[src/rtl/mdio_cmd_pkg.sv]
package mdio_cmd_pkg;
  localparam int CMD_W      = 32;
  localparam int START_POS  = 29;
  localparam int FAIL_POS   = 28;
  localparam logic [1:0] OP_READ  = 2'b10;
  localparam logic [1:0] OP_WRITE = 2'b01;
  localparam int IDX_W      = 7;
  localparam logic [IDX_W-1:0] PRE_LAST   = 7'd31;
  localparam logic [IDX_W-1:0] TA_FIRST   = 7'd46;
  localparam logic [IDX_W-1:0] TA_SECOND  = 7'd47;
  localparam logic [IDX_W-1:0] DATA_FIRST = 7'd48;
  localparam logic [IDX_W-1:0] LAST_IDX   = 7'd63;

  // Bit of the 64-bit frame at position idx (0 = first on the wire)
  function automatic logic frame_bit(input logic [IDX_W-1:0] idx,
                                     input logic [CMD_W-1:0] cmd);
    logic [31:0] tail;
    logic [IDX_W-1:0] rev;
    tail = {2'b01, cmd[27:16], 2'b10, cmd[15:0]};
    rev  = LAST_IDX - idx;
    if (idx <= PRE_LAST) return 1'b1;
    return tail[rev[4:0]];
  endfunction
endpackage

[src/rtl/mdio_mdc_div.sv]
module mdio_mdc_div #(
  parameter int DIV = 4
) (
  input  logic clk,
  input  logic rst,
  input  logic run,
  input  logic halt,
  output logic mdc,
  output logic rise,
  output logic fall
);
  localparam int CW = (DIV > 1) ? $clog2(DIV) : 1;
  localparam logic [CW-1:0] WRAP_AT = CW'(DIV - 1);

  logic [CW-1:0] cnt;
  logic          wrap;

  assign wrap = (cnt == WRAP_AT);
  assign rise = run && wrap && !mdc;
  assign fall = run && wrap && mdc;

  always_ff @(posedge clk) begin
    if (rst || !run) begin
      cnt <= '0;
      mdc <= 1'b0;
    end else if (wrap) begin
      cnt <= '0;
      mdc <= halt ? 1'b0 : ~mdc;
    end else begin
      cnt <= cnt + 1'b1;
    end
  end
endmodule

[src/rtl/mdio_frame_eng.sv]
module mdio_frame_eng
  import mdio_cmd_pkg::*;
(
  input  logic             clk,
  input  logic             rst,
  input  logic             launch,
  input  logic [CMD_W-1:0] launch_cmd,
  input  logic [CMD_W-1:0] cmd,
  input  logic             rise,
  input  logic             fall,
  input  logic             mdio_i,
  output logic             last,
  output logic             mdio_o,
  output logic             mdio_oe,
  output logic             fail_seen,
  output logic [15:0]      rdata
);
  logic [IDX_W-1:0] idx;
  logic [IDX_W-1:0] idx_nx;
  logic [15:0]      shift;
  logic             is_rd;
  logic             done;

  assign is_rd  = (cmd[27:26] == OP_READ);
  assign last   = (idx == LAST_IDX);
  assign done   = rise && last;
  assign idx_nx = idx + 7'd1;
  assign rdata  = {shift[14:0], mdio_i};

  always_ff @(posedge clk) begin
    if (rst) begin
      idx       <= '0;
      mdio_o    <= 1'b1;
      mdio_oe   <= 1'b0;
      shift     <= '0;
      fail_seen <= 1'b0;
    end else if (launch) begin
      idx       <= '0;
      mdio_o    <= frame_bit('0, launch_cmd);
      mdio_oe   <= 1'b1;
      fail_seen <= 1'b0;
    end else if (done) begin
      mdio_o    <= 1'b1;
      mdio_oe   <= 1'b0;
    end else begin
      if (rise && is_rd) begin
        if (idx == TA_SECOND) fail_seen <= mdio_i;
        if (idx >= DATA_FIRST) shift <= {shift[14:0], mdio_i};
      end
      if (fall) begin
        idx     <= idx_nx;
        mdio_o  <= frame_bit(idx_nx, cmd);
        mdio_oe <= !(is_rd && idx_nx >= TA_FIRST);
      end
    end
  end
endmodule

[src/rtl/mdio_cmd_master.sv]
module mdio_cmd_master
  import mdio_cmd_pkg::*;
#(
  parameter int DIV = 4
) (
  input  logic        clk,
  input  logic        rst,
  input  logic        cmd_we,
  input  logic [31:0] cmd_wdata,
  output logic [31:0] cmd_rdata,
  output logic        mdc,
  output logic        mdio_o,
  output logic        mdio_oe,
  input  logic        mdio_i
);
  logic [CMD_W-1:0] cmd_q;
  logic             busy, accept, launch;
  logic             rise, fall, last, done;
  logic             fail_seen;
  logic [15:0]      rdata;

  assign busy   = cmd_q[START_POS];
  assign accept = cmd_we && !busy;
  assign launch = accept && cmd_wdata[START_POS];
  assign done   = rise && last;

  always_ff @(posedge clk) begin
    if (rst) begin
      cmd_q <= '0;
    end else if (accept) begin
      cmd_q <= {2'b00, cmd_wdata[START_POS], 1'b0, cmd_wdata[27:0]};
    end else if (done) begin
      cmd_q[START_POS] <= 1'b0;
      if (cmd_q[27:26] == OP_READ) begin
        cmd_q[FAIL_POS] <= fail_seen;
        cmd_q[15:0]     <= rdata;
      end
    end
  end

  mdio_mdc_div #(.DIV(DIV)) u_div (
    .clk  (clk),
    .rst  (rst),
    .run  (busy),
    .halt (last),
    .mdc  (mdc),
    .rise (rise),
    .fall (fall)
  );

  mdio_frame_eng u_eng (
    .clk        (clk),
    .rst        (rst),
    .launch     (launch),
    .launch_cmd (cmd_wdata),
    .cmd        (cmd_q),
    .rise       (rise),
    .fall       (fall),
    .mdio_i     (mdio_i),
    .last       (last),
    .mdio_o     (mdio_o),
    .mdio_oe    (mdio_oe),
    .fail_seen  (fail_seen),
    .rdata      (rdata)
  );

  assign cmd_rdata = cmd_q;
endmodule

[config.mk]
export PLATFORM = sky130hd
export DESIGN_NAME = mdio_cmd_master
export DESIGN_NICKNAME = d
export VERILOG_FILES = /design/src/rtl/mdio_cmd_pkg.sv /design/src/rtl/mdio_mdc_div.sv /design/src/rtl/mdio_frame_eng.sv /design/src/rtl/mdio_cmd_master.sv
export SDC_FILE = /design/constraint.sdc
export NUM_CORES = 1
export LEC_CHECK = 0
export ABC_AREA = 1
export ABC_CLOCK_PERIOD_IN_PS = 3400
export BUFFER_PORTS_ARGS = -buffer_cell sky130_fd_sc_hd__buf_2
export CORE_UTILIZATION = 55
export DETAILED_ROUTE_END_ITERATION = 12
export GPL_ROUTABILITY_DRIVEN = 0
export PLACE_DENSITY = 0.82
export SLEW_MARGIN = 10
export SYNTH_ARGS = -nofsm -noshare
export SYNTH_HDL_FRONTEND = slang
export SYNTH_SLANG_ARGS = --single-unit
[constraint.sdc]
create_clock -name clk -period 3.4 [get_ports clk]
set_input_delay 0.68 -clock clk [delete_from_list [all_inputs] [get_ports clk]]
set_output_delay 0.68 -clock clk [all_outputs]
set_load 0.02 [all_outputs]
; Yosys cells after proc, flatten, opt, wreduce, memory -nomap -nowiden
; Cells that the tools add are included.
[word_totals]
latchBits = 0
wordCells = 73
ram_bits = 0
out_inout_bits = 35
input_bits = 36
reg_bits = 58
n_memories = 0
mem_bits_ro = 0
[classes]
addsub = 3
magnitude_cmp = 4
n_reduce_logical = 23
eq_ne = 4
bitwise_logic = 3
mul = 0
div_mod_pow = 0
muxes = 25
shifts = 0
[op_table]
columns = cell, count
row1 = 2-to-1 mux 16 bit, 3
row2 = 2-to-1 mux 1 bit, 19
row3 = equality test 7 x 6 -> 1 bit (second input constant), 2
row4 = >= comparator 7 x 6 -> 1 bit (second input constant), 2
row5 = logical AND 1 bit, 8
row6 = adder 7 x 1 -> 7 bit (second input constant), 1
row7 = less-or-equal comparator 7 x 5 -> 1 bit (second input constant), 1
row8 = < comparator 5 x 6 -> 1 bit (second input constant), 1
row9 = AND reduction 2 bit, 3
row10 = OR reduction 2 bit, 3
row11 = binary-select mux 1 bit (select 5 bit), 1
row12 = subtractor 5 bit (first input constant), 1
row13 = equality test 2 bit (second input constant), 2
row14 = 2-to-1 mux 2 bit, 2
row15 = AND reduction 4 bit, 1
row16 = nonzero test 2 bit, 2
row17 = zero test 1 bit, 3
row18 = inverter 1 bit, 3
row19 = AND reduction 3 bit, 1
row20 = nonzero test 3 bit, 1
row21 = adder 2 x 1 -> 2 bit (second input constant), 1
row22 = logical OR 1 bit, 1

; Depth between registers and ports, before layout
[logic_depth]
word_depth = 11
depth_mapped = 13
ltp_nobuf = 12

; Hierarchy
; Synthesis repeated with hierarchy kept, for this count alone.
[unflattened]
cells_unflattened = 499
hier_area_um2 = 3173.0
[modules_own_cells]
columns = mod, area_per_inst_um2, cells_each, n_inst, seq_area_each_um2
row1 = mdio_frame_eng, 1552.7, 249, 1, 500.5
row2 = mdio_cmd_master, 1483.9, 231, 1, 600.6
row3 = mdio_mdc_div, 136.4, 19, 1, 60.1

; Worst setup path before layout
; No wires, ideal clock.
[synth_timing]
path_kind = reg-to-reg
startpoint = reg u_eng.idx[0]
endpoint = reg u_eng.mdio_o
path_stages_with_launch = 12
setup_ns = 0.117
synth_period_minus_slack_ns = 1.668
path_slack_ns = 1.732
t_arrival_ns = 1.551
path_buffers = 2
required_time_ns = 3.283
cell_sequence = dfxtp_1 -> inv_2 -> buf_2 -> ha_1 -> buf_2 -> nor2_1 -> o21ai_0 -> nand3_1 -> nand3_1 -> nand2_1 -> a21oi_1 -> nand2_1
[synth_between]
elab_chain_cells = 11
word_cells_on_any_way = 17
classes_between = add/sub: 2 / order compare: 1 / eq/ne: 1 / mux: 11 / reduce/logical: 2
[synth_rtl]
columns = element, line_no
row1 = "start, declared", mdio_frame_eng.sv:18  ; logic [IDX_W-1:0] idx;
row2 = "start signal, assigned", mdio_frame_eng.sv:51  ; idx <= idx_nx;
row3 = adder 7 x 1 -> 7 bit (*), mdio_frame_eng.sv:27  ; assign idx_nx = idx + 7'd1;
row4 = named net u_eng.idx_nx[0], mdio_frame_eng.sv:19  ; logic [IDX_W-1:0] idx_nx;
row5 = branches (longest 6 deep; another with subtractor 5 bit), n/a
row6 = 2-to-1 mux 1 bit (*), mdio_cmd_pkg.sv:22  ; return tail[rev[4:0]];
row7 = 2-to-1 mux 1 bit (*), mdio_frame_eng.sv:50  ; if (fall) begin
row8 = 2-to-1 mux 1 bit (*), mdio_frame_eng.sv:42  ; end else if (done) begin
row9 = 2-to-1 mux 1 bit (*), mdio_frame_eng.sv:37  ; end else if (launch) begin
row10 = "end signal, assigned", mdio_frame_eng.sv:39  ; mdio_o <= frame_bit('0, launch_cmd);
row11 = "end signal, assigned", mdio_frame_eng.sv:52  ; mdio_o <= frame_bit(idx_nx, cmd);
row12 = "end, declared", mdio_frame_eng.sv:13  ; output logic mdio_o,
; Mark *: on every way through the listed nets, which the timed path passes. The select of a mux whose other input is x is not followed.
; A chain may end at the register's enable or synchronous reset.

; Worst setup path in the final report
; Ends and elaborated chain as after synthesis.

==> flow_metrics.py <==
metrics = {
    "cts": {
        "post_cts_hold_buffer_count": 0,
        "cts.reportedPaths.clkPinSlew_ns": 0.06,
        "tritoncts.num_buffers": 9,
        "post-cts-setup-buffer-count": 0,
        "cts_htree_levels": 3,
        "cts_tree": "yes",
        "cts.sink_count": 58,
        "post_cts_resized": 0,
        "cts_root_buf": "sky130_fd_sc_hd__clkbuf_8",
        "clock_path_buffers": 2,
        "clock_latency_ns": 0.33,
    },
    "worst_hold_path": {
        "holdCritPathClass": "reg2reg",
        "min_from": "u_div.cnt[0]$_SDFF_PP0_",
        "worstHoldPathCells": 1,
    },
    "global_routing": {
        "globalRouteOverflowTotal": 0,
        "grt_first_pass_wirelength_um": 11000,
        "number_of_antenna_violations_at_the_first_check_in_global_routing": 0,
        "grtUsageTotal_pct": 26.7,
        "globalRoute.busiestLayer": "met2",
        "grt_pass1_vias": 2575,
        "met1_usage_pct": 32.2,
        "grt_max_degree": 46,
        "grtUsageMet2_pct": 46.0,
        "met3_usage_pct": 6.49,
    },
    "timing": {
        "setup_violations": 0,
        "timing.final.ws_setup_ns": 1.08,
        "rsz_0062_raised_after_global_routing": "false",
        "max_clock_freq_ghz": 0.431,
        "slew_viol_final": 0,
        "post-route-min-period_ns": 2.32,
        "slew_headroom_pct": 67.1,
        "timing_hold_violations_final": 0,
        "worstMarginPinSlew_ns": 0.490,
        "timing.clock.skew_ns": 0.00463,
        "tns_ns": 0,
        "final.period_utilization_pct": 68.3,
    },
    "critical_path": {
        "critical_path_class": "reg2reg",
        "worstSetupEndpointType": "flop",
        "timing.critical_path.fanout_max": 22,
        "start_kind": "flop",
        "reg2reg_depth": 12,
        "worstReg2RegStart": "u_eng.idx[0]$_SDFFE_PP0P_",
        "timing.critical_path.arrival_ns": 2.54,
        "critical_path.startpoint": "u_eng.idx[0]$_SDFFE_PP0P_",
        "critical_path_required_ns": 3.62,
    },
    "power": {
        "p_per_cell_area_nw_per_um2": 456,
        "leakage_nw": 1.42,
        "ir_worst_vdd_mv": 0.339,
    },
    "placed_design": {
        "placement.io_buffers": 65,
        "pre_cts_ws_ns": 1.08,
        "dp_hpwl_um": 4580,
        "dpl.cell_count": 505,
    },
    "layout": {
        "layout.cells.non_filler": 518,
        "post_route_cells_drive_above_1_share_pct": 20.2,
        "antenna_cells_inserted": 0,
        "area.growth.synth_to_final_pct": 16.6,
        "final_nets": 489,
    },
    "outcome": {
        "status": "completed",
    },
    "logic_synthesis": {
        "synthSimpleGateAreaFrac_pct": 27.9,
        "synth.mux.area_fraction_pct": 0,
        "synth_edf_count": 0,
        "netlist_top_cells_area": "sky130_fd_sc_hd__dfxtp_1 42%, sky130_fd_sc_hd__nand2_1 10%, sky130_fd_sc_hd__nor2_1 9.3%",
        "synth_fa_ha_area_share_pct": 1.82,
        "post_synthesis_mean_instance_area_um2": 7.01,
        "yosysWarningCount": 0,
        "synth_ff_type": "sky130_fd_sc_hd__dfxtp_1",
        "yosys.cell_count.top_type": "sky130_fd_sc_hd__nand2_1",
        "post_syn_instances": 393,
        "ys_ff_latch": 58,
        "synth.top_cell.area_share_pct": 42.1,
        "synth_xor_area_share_pct": 0.953,
        "synth_area_um2": 2760,
        "combinational_family_with_the_most_area_after_synthesis": "simple AND/OR/NAND/NOR gates",
        "yosysSeqAreaShare_pct": 42.1,
        "synthDistinctLibCells": 28,
        "synth-compound-area-share_pct": 18.6,
        "synth_async_sr_flop_share_pct": 0,
        "ys_top_cells_by_count": "75 x sky130_fd_sc_hd__nand2_1, 68 x sky130_fd_sc_hd__nor2_1, 58 x sky130_fd_sc_hd__dfxtp_1",
        "post-synth-top-area-cell": "sky130_fd_sc_hd__dfxtp_1",
    },
    "route": {
        "drtPass1Iterations": 4,
        "detail_route.drc_violations": 0,
        "final_antenna_net_count": 0,
        "wl_per_cell_um": 12.8,
        "route.detailed.vias_per_inst": 5.35,
        "vias": 2770,
        "wire_length_after_detailed_routing_um": 6640,
        "first_iter_violations": 292,
    },
    "floorplan": {
        "rows": 25,
        "die_area_um2": 5300,
        "ios": 71,
        "standard_cell_core_area_um2": 4790,
        "width_of_the_chip_um": 72.8,
        "die_y_um": 72.8,
        "floorplan.initialDensity_pct": 57.6,
    },
    "run": {
        "maxCapViolCount": 0,
    },
}
==> kinds of logic after synthesis <==
family | Yosys count
AO/OA/AOI/OAI | 97
other | 1
flip-flops | 58
adder cells (fa/ha/maj) | 4
buffers and inverters | 51
AND/OR/NAND/NOR | 179
XOR/XNOR | 3
==> sequential cells by signal, indices dropped and copies added, names as in the netlist <==
name / count
u_div.cnt: 2
u_eng.mdio_oe: 1
u_div.mdc: 1
u_eng.mdio_o: 1
u_eng.idx: 7
cmd_rdata: 30
u_eng.fail_seen: 1
u_eng.shift: 15
==> path summary, 6_finish.rpt <==
path | slack [ns] | end
max reg2reg | 1.08 | u_eng.mdio_o$_SDFFE_PP1P_
max | 1.08 | u_eng.mdio_o$_SDFFE_PP1P_
min reg2reg | 0.42 | u_div.cnt[0]$_SDFF_PP0_
min | 0.42 | u_div.cnt[0]$_SDFF_PP0_
==> metal layers <==
| layer | up-vias | routed length, µm |
|---|---|---|
| met5 | - | 0 |
| met4 | 0 | 93 |
| met3 | 10 | 415 |
| met2 | 96 | 3320 |
| met1 | 1268 | 2820 |
| li1 | 1396 | - |
==> area by class of cell <==
class / count / area, µm²
well taps: 67 / 83.8
inverters: 28 / 105
flip-flops and latches: 58 / 1160
multi-input cells: 285 / 1360
repair buffers: 67 / 340
fillers: 431 / 1570
clock buffers: 13 / 159
==> critical path, cell delays in order (launching register included) <==
cell and delay, ns:
sky130_fd_sc_hd__dfxtp_1 0.30, sky130_fd_sc_hd__buf_4 0.24, sky130_fd_sc_hd__inv_2 0.18, sky130_fd_sc_hd__ha_1 0.58
sky130_fd_sc_hd__inv_1 0.21, sky130_fd_sc_hd__o21ai_0 0.21, sky130_fd_sc_hd__nand3_1 0.10, sky130_fd_sc_hd__nand3_1 0.11
sky130_fd_sc_hd__nand2_1 0.05, sky130_fd_sc_hd__nand2_1 0.06, sky130_fd_sc_hd__nand2_1 0.05, sky130_fd_sc_hd__nand2_1 0.05
sky130_fd_sc_hd__nand2_1 0.06
==> cell usage in the layout (no fill, tap or decap) <==
cell	netlist	final
sky130_fd_sc_hd__clkbuf_1	10	2
sky130_fd_sc_hd__clkbuf_8	0	11
sky130_fd_sc_hd__o211ai_1	1	1
sky130_fd_sc_hd__o21ai_0	47	47
sky130_fd_sc_hd__inv_1	24	24
sky130_fd_sc_hd__nand2_1	75	75
sky130_fd_sc_hd__nand2_2	2	2
sky130_fd_sc_hd__dfxtp_1	58	58
sky130_fd_sc_hd__xnor2_1	1	1
sky130_fd_sc_hd__a211oi_1	1	1
sky130_fd_sc_hd__buf_4	6	2
sky130_fd_sc_hd__inv_2	4	4
sky130_fd_sc_hd__ha_1	4	4
sky130_fd_sc_hd__a21oi_1	15	15
sky130_fd_sc_hd__or2_2	1	1
sky130_fd_sc_hd__conb_1	1	2
sky130_fd_sc_hd__nand3_1	23	23
sky130_fd_sc_hd__nor2_2	1	1
sky130_fd_sc_hd__nand4_4	1	1
sky130_fd_sc_hd__buf_2	5	65
sky130_fd_sc_hd__nand2_4	2	2
sky130_fd_sc_hd__or2_1	1	1
sky130_fd_sc_hd__nand4_1	3	3
sky130_fd_sc_hd__nor2_1	68	68
sky130_fd_sc_hd__nor2_4	2	2
sky130_fd_sc_hd__a31oi_1	17	17
sky130_fd_sc_hd__o21ai_1	16	16
sky130_fd_sc_hd__xor2_1	2	2
==> where the power goes <==
group          switching, mW  leakage (nW)  internal [mW]
Sequential            0.0243         0.474          0.711
Clock                  0.244        0.0815          0.293
Combinational          0.127         0.863         0.0666
==> through the flow <==
step	power, mW	area, µm²	hold WS, ns	utilization (%)
after CTS	1.47	3210	0.422	67.1
after floorplan	0.879	2760	0.399	-
after global placement	0.939	3050	0.407	63.8
after detailed placement	0.944	3050	0.414	63.8
final	1.47	3210	0.420	67.1
after global routing	1.52	3210	0.454	67.1
Power figures use the tool's default switching activity.
